[src/rtl/ewu_pkg.sv]
package ewu_pkg;
  localparam int unsigned ADDR_W = 3;
  localparam logic [ADDR_W-1:0] A_ENABLE   = 3'd0;
  localparam logic [ADDR_W-1:0] A_POLARITY = 3'd1;
  localparam logic [ADDR_W-1:0] A_PENDING  = 3'd2;
  localparam logic [ADDR_W-1:0] A_ROUTE0   = 3'd3;
endpackage

[src/rtl/ewu_rst_sync.sv]
module ewu_rst_sync #(
  parameter int unsigned STAGES = 2
) (
  input  logic clk,
  input  logic rst_n,
  output logic rst_n_sync
);
  logic [STAGES-1:0] chain_q;

  always_ff @(posedge clk or negedge rst_n) begin
    if (!rst_n) chain_q <= '0;
    else        chain_q <= {chain_q[STAGES-2:0], 1'b1};
  end

  assign rst_n_sync = chain_q[STAGES-1];
endmodule

[src/rtl/ewu_sync.sv]
module ewu_sync #(
  parameter int unsigned W      = 16,
  parameter int unsigned STAGES = 2
) (
  input  logic         clk,
  input  logic         rst_n,
  input  logic [W-1:0] d_i,
  output logic [W-1:0] q_o
);
  logic [STAGES-1:0][W-1:0] stage_q;

  for (genvar g = 0; g < STAGES; g++) begin : g_stage
    if (g == 0) begin : g_first
      always_ff @(posedge clk or negedge rst_n) begin
        if (!rst_n) stage_q[g] <= '0;
        else        stage_q[g] <= d_i;
      end
    end else begin : g_next
      always_ff @(posedge clk or negedge rst_n) begin
        if (!rst_n) stage_q[g] <= '0;
        else        stage_q[g] <= stage_q[g-1];
      end
    end
  end

  assign q_o = stage_q[STAGES-1];
endmodule

[src/rtl/ewu_edge.sv]
module ewu_edge #(
  parameter int unsigned W = 16
) (
  input  logic         clk,
  input  logic         rst_n,
  input  logic [W-1:0] level_i,
  input  logic [W-1:0] rise_sel_i,
  output logic [W-1:0] evt_o
);
  logic [W-1:0] prev_q;

  always_ff @(posedge clk or negedge rst_n) begin
    if (!rst_n) prev_q <= '0;
    else        prev_q <= level_i;
  end

  // Detection compares real transitions of the line only, so a polarity
  // change with a steady input cannot produce an event.
  always_comb begin
    evt_o = (level_i & ~prev_q & rise_sel_i) | (~level_i & prev_q & ~rise_sel_i);
  end
endmodule

[src/rtl/ewu_route.sv]
module ewu_route #(
  parameter int unsigned NCH  = 16,
  parameter int unsigned NOUT = 4,
  localparam int unsigned SEL_W = $clog2(NOUT)
) (
  input  logic [NCH-1:0]            active_i,
  input  logic [NCH-1:0][SEL_W-1:0] sel_i,
  output logic [NOUT-1:0]           req_o
);
  for (genvar k = 0; k < NOUT; k++) begin : g_out
    logic [NCH-1:0] hit;
    always_comb begin
      for (int i = 0; i < NCH; i++) begin
        hit[i] = active_i[i] && (sel_i[i] == SEL_W'(k));
      end
    end
    assign req_o[k] = |hit;
  end
endmodule

[src/rtl/edge_wake_unit.sv]
module edge_wake_unit
  import ewu_pkg::*;
#(
  parameter int unsigned NCH         = 16,
  parameter int unsigned NOUT        = 4,
  parameter int unsigned DW          = 16,
  parameter int unsigned SYNC_STAGES = 2
) (
  input  logic                clk,
  input  logic                rst_n,
  input  logic [NCH-1:0]      chan_i,
  input  logic                wr_en_i,
  input  logic [ADDR_W-1:0]   wr_addr_i,
  input  logic [DW-1:0]       wr_data_i,
  input  logic [ADDR_W-1:0]   rd_addr_i,
  output logic [DW-1:0]       rd_data_o,
  output logic [NOUT-1:0]     irq_o,
  output logic                wake_o
);
  localparam int unsigned SEL_W      = $clog2(NOUT);
  localparam int unsigned PER_REG    = DW / SEL_W;
  localparam int unsigned ROUTE_REGS = (NCH + PER_REG - 1) / PER_REG;

  logic rst_n_s;
  logic [NCH-1:0] level, evt;
  logic [NCH-1:0] en_q, en_d, pol_q, pol_d, pend_q, pend_d, clr;
  logic [NCH-1:0][SEL_W-1:0] route_q, route_d;
  logic en_we, pol_we, route_we, pend_we;

  ewu_rst_sync #(.STAGES(2)) u_rst (
    .clk(clk), .rst_n(rst_n), .rst_n_sync(rst_n_s)
  );

  ewu_sync #(.W(NCH), .STAGES(SYNC_STAGES)) u_sync (
    .clk(clk), .rst_n(rst_n_s), .d_i(chan_i), .q_o(level)
  );

  ewu_edge #(.W(NCH)) u_edge (
    .clk(clk), .rst_n(rst_n_s), .level_i(level), .rise_sel_i(pol_q), .evt_o(evt)
  );

  // Next-state logic
  always_comb begin
    en_we    = wr_en_i && (wr_addr_i == A_ENABLE);
    pol_we   = wr_en_i && (wr_addr_i == A_POLARITY);
    en_d     = wr_data_i[NCH-1:0];
    pol_d    = wr_data_i[NCH-1:0];
    clr      = (wr_en_i && (wr_addr_i == A_PENDING)) ? wr_data_i[NCH-1:0] : '0;
    pend_d   = (pend_q & ~clr) | (evt & en_q);
    pend_we  = (|clr) || (|(evt & en_q));
    route_we = 1'b0;
    route_d  = route_q;
    for (int r = 0; r < ROUTE_REGS; r++) begin
      if (wr_en_i && (wr_addr_i == A_ROUTE0 + ADDR_W'(r))) begin
        route_we = 1'b1;
        for (int j = 0; j < PER_REG; j++) begin
          if (r * PER_REG + j < NCH) begin
            route_d[r * PER_REG + j] = wr_data_i[j * SEL_W +: SEL_W];
          end
        end
      end
    end
  end

  // Registers
  always_ff @(posedge clk or negedge rst_n_s) begin
    if (!rst_n_s) begin
      en_q    <= '0;
      pol_q   <= '0;
      pend_q  <= '0;
      route_q <= '0;
    end else begin
      if (en_we)    en_q    <= en_d;
      if (pol_we)   pol_q   <= pol_d;
      if (pend_we)  pend_q  <= pend_d;
      if (route_we) route_q <= route_d;
    end
  end

  // Read mux
  always_comb begin
    rd_data_o = '0;
    case (rd_addr_i)
      A_ENABLE:   rd_data_o = DW'(en_q);
      A_POLARITY: rd_data_o = DW'(pol_q);
      A_PENDING:  rd_data_o = DW'(pend_q);
      default: begin
        for (int r = 0; r < ROUTE_REGS; r++) begin
          if (rd_addr_i == A_ROUTE0 + ADDR_W'(r)) begin
            for (int j = 0; j < PER_REG; j++) begin
              if (r * PER_REG + j < NCH) begin
                rd_data_o[j * SEL_W +: SEL_W] = route_q[r * PER_REG + j];
              end
            end
          end
        end
      end
    endcase
  end

  ewu_route #(.NCH(NCH), .NOUT(NOUT)) u_route (
    .active_i(pend_q & en_q), .sel_i(route_q), .req_o(irq_o)
  );

  assign wake_o = |(pend_q & en_q);
endmodule

[config.mk]
export PLATFORM = sky130hd
export DESIGN_NAME = edge_wake_unit
export DESIGN_NICKNAME = d
export VERILOG_FILES = /design/src/rtl/ewu_pkg.sv /design/src/rtl/ewu_rst_sync.sv /design/src/rtl/ewu_sync.sv /design/src/rtl/ewu_edge.sv /design/src/rtl/ewu_route.sv /design/src/rtl/edge_wake_unit.sv
export SDC_FILE = /design/constraint.sdc
export NUM_CORES = 1
export LEC_CHECK = 0
export BUFFER_PORTS_ARGS = -buffer_cell sky130_fd_sc_hd__buf_2
export CORE_MARGIN = 2
export CORE_UTILIZATION = 33
export DETAILED_ROUTE_END_ITERATION = 7
export SKIP_LAST_GASP = 1
export SYNTH_ARGS = -nofsm -noshare
export SYNTH_HDL_FRONTEND = slang
export SYNTH_SLANG_ARGS = --single-unit
[constraint.sdc]
create_clock -name clk -period 5 [get_ports clk]
set_input_delay 1 -clock clk [delete_from_list [all_inputs] [get_ports clk]]
set_output_delay 1 -clock clk [all_outputs]
set_load 0.01 [all_outputs]
==> metrics.md <==
| Metric | Value |
|---|---|
| Iter 0 DRT Violations | `287` |
| Post-synth EDFFs | `0` |
| Net Sw Frac | `0.314` |
| Die area | `0.0189 sq mm` |
| Fmax | `280 MHz` |
| Combinational group share of total power | `0.188` |
| Max cap viols | `0` |
| Vias per inst | `5.31` |
| Synthesized cell area | `0.00587 sq mm` |
| GR Layer Usage met3 | `0.0412` |
| Synth top area cells | `dfrtp_1 (55%), mux2_2 (12%), mux2i_1 (5.5%)` |
| RSZ-0062 raised after global routing | `false` |
| Synth cell types | `40` |
| DP HPWL | `11.4 mm` |
| Total Power | `3350 uW` |
| Most used DFF post-synth | `dfrtp_1` |
| Arrival time at the worst endpoint | `2.57 ns` |
| Mapped Cells | `510` |
| Fraction of layout cells with a size suffix above 1 | `0.284` |
| Layout Cells excl Fill | `812` |
| Initial core utilization | `0.338` |
| Die height | `137 microns` |
| Total routed wirelength | `16.0 mm` |
| WL per Instance | `19.7 microns` |
| GRT overflow | `0` |
| Asr flop ratio synth | `1.00` |
| Setup TNS | `0 ns` |
| Maximum vdd drop | `248 uV` |
| Worst-path clk slew | `0.06 ns` |
| Share of power burned in the clock network | `0.364` |
| Top Usage Layer GRT | `met2` |
| Required time at the worst-slack endpoint | `4.00 ns` |
| M1 GR Usage | `0.235` |
| Final Hold Violating Endpoints | `0` |
| GRT Overall Usage | `0.183` |
| Yosys top cell by area | `dfrtp_1` |
| GRT met2 Usage | `0.302` |
| Critical path peak fanout | `17` |
| CTS Root Cell | `clkbuf_16` |
| Psw | `1050 uW` |
| CTS Hold Bufs | `0` |
| Yosys warns | `0` |
| Core box area | `0.0174 sq mm` |
| Global-route wire length before repair | `25.5 mm` |
| CTS tree | `done` |
| Seq pwr share | `0.448` |
| CTS sink count | `130` |
| Worst slack, placed | `1.38 ns` |
| Setup crit end kind | `output port` |
| Critical path class | `in2out` |
| DRT Pass-1 Iters | `5` |
| Sequential share of the synthesized area | `0.554` |
| Port Buffer Count | `61` |
| Cells after DPL | `781` |
| Pin count of the biggest net entering global routing | `57` |
| Top-area cell type share of the netlist area | `0.554` |
| Initial antenna violation count | `0` |
| Cell Rows | `48` |
| Pint | `2300 uW` |
| Seq cells post-synth | `130` |
| # resized after CTS | `0` |
| Period minus WS final | `3.57 ns` |
| Count of final max-slew check failures | `0` |
| # IOs | `62` |
| Power per Cell Area | `480 mW/mm^2` |
| P_leak | `0.00304 uW` |
| Final setup vio count | `0` |
| Crit start category | `primary input` |
| Num CTS Buffers | `17` |
| Ant. Diodes | `0` |
| Number of global-route vias before repair | `4,469` |
| Final period utilization | `0.713` |
| Hold Path Class | `reg2async` |
| Die X | `137 microns` |
| Slew headroom | `0.269` |
| Clk_lat worst skew | `0.42 ns` |
| Post-route ant nets | `0` |
| Via count | `4,311` |
| Layout area overhead | `18.9%` |
| Status | `finished, final reports clean` |
| Worst Skew | `0.00708 ns` |
| Nets | `616` |
| Mapped Nets | `551` |
| Worst setup margin | `1.43 ns` |
| Clk buf depth | `2` |
| Postcts setup bufs | `0` |
| Measured slew at the worst slew-check pin | `1.09 ns` |
| DRC viols | `0` |
| Syn avg cell area | `11.5 sq um` |
| Gpl congestion | `0.861` |
| H-tree levels | `4` |
==> cell type report <==
type / instances / area (sq um)
Clock inverter: 12 / 134
Timing Repair Buffer: 65 / 335
Sequential cell: 130 / 3260
Tap cell: 225 / 282
Fill cell: 1670 / 10400
Inverter: 2 / 7.51
Multi-Input combinational cell: 359 / 2510
Clock buffer: 19 / 453
==> cells in the final DEF, fill, tap and decap left out, types with 3 or more instances in the layout <==
master,synthesis,final
a21oi_1,16,16
a22o_1,16,16
a22oi_1,4,4
buf_2,9,61
buf_4,2,4
clkbuf_16,0,17
clkinvlp_4,0,5
dfrtp_1,130,129
mux2_2,64,64
mux2i_1,32,32
nand2_1,62,62
nand3_1,16,16
nand3b_1,3,3
nand4_1,22,22
nand4b_1,8,8
nor2_1,42,42
nor3_1,8,8
nor4_1,3,3
o21ai_0,16,16
o22ai_1,23,23
o32ai_1,3,3
==> sequential cells by signal, summed over array words and instances, names as in the netlist <==
name,flops
u_sync.q_o,16
u_edge.prev_q,16
u_rst.chain_q,2
u_sync.stage_q,16
en_q,16
route_q,32
pol_q,16
pend_q,16
==> worst paths after layout <==
path | from | to | slack, ns | cells past startpoint
max reg2reg | u_rst.chain_q[1] | u_edge.prev_q[13] | 3.76 | 1
min | u_rst.chain_q[1] | u_sync.q_o[2] | 0.22 | 0
min reg2reg | u_rst.chain_q[1] | u_sync.q_o[2] | 0.22 | 0
max | rd_addr_i[0] | rd_data_o[11] | 1.43 | 4
min in group clk | u_sync.stage_q[7] | u_sync.q_o[7] | 0.35 | 0
max in group asynchronous | u_rst.chain_q[1] | u_edge.prev_q[13] | 3.76 | 1
==> layer usage <==
layer,part of all wire,wire [microns],vias to the layer above
met2,0.50,7950,98
met4,0.017,274,0
li1,-,-,2014
met1,0.45,7140,2178
met5,0,0,-
met3,0.038,613,21
==> per-stage QoR <==
| step | hold WS [ns] | instance area (sq um) | util |
|---|---|---|---|
| final | 0.219 | 6980 | 0.402 |
| after global routing | 0.252 | 6980 | 0.402 |
| after CTS | 0.232 | 6980 | 0.402 |
| after detailed placement | 0.233 | 6390 | 0.368 |
| after global placement | 0.226 | 6390 | 0.368 |
| after floorplan | 0.331 | 5870 | - |
==> cell usage after synthesis (all sizes together) (10+ instances only) <==
master / count
a22o: 16
mux2i: 32
o21ai: 16
dfrtp: 130
buf: 13
nor3: 10
o22ai: 23
nand3: 16
a21oi: 16
mux2: 64
nand4: 22
nor2: 42
nand2: 62
==> power groups by stage <==
stage / Clock (uW) / Combinational, uW / Sequential, uW
after detailed placement: 0 / 638 / 1510
after global placement: 0 / 629 / 1500
final: 1220 / 631 / 1500
after global routing: 1290 / 704 / 1530
after CTS: 1250 / 642 / 1500
after floorplan: 0 / 445 / 1420
==> worst max-delay path, stage by stage <==
cell      delay [ns]
buf_2           0.37
nand2b_1        0.59
o22ai_1         0.41
buf_2           0.18
==> logic make-up after synthesis <==
| group | share of synthesized area |
|---|---|
| AO/OA/AOI/OAI | 0.0936 |
| buffers and inverters | 0.0192 |
| flip-flops | 0.554 |
| multiplexers | 0.177 |
| other | 0.000639 |
| AND/OR/NAND/NOR | 0.155 |
No activity file was read; power rests on OpenSTA's default activity.
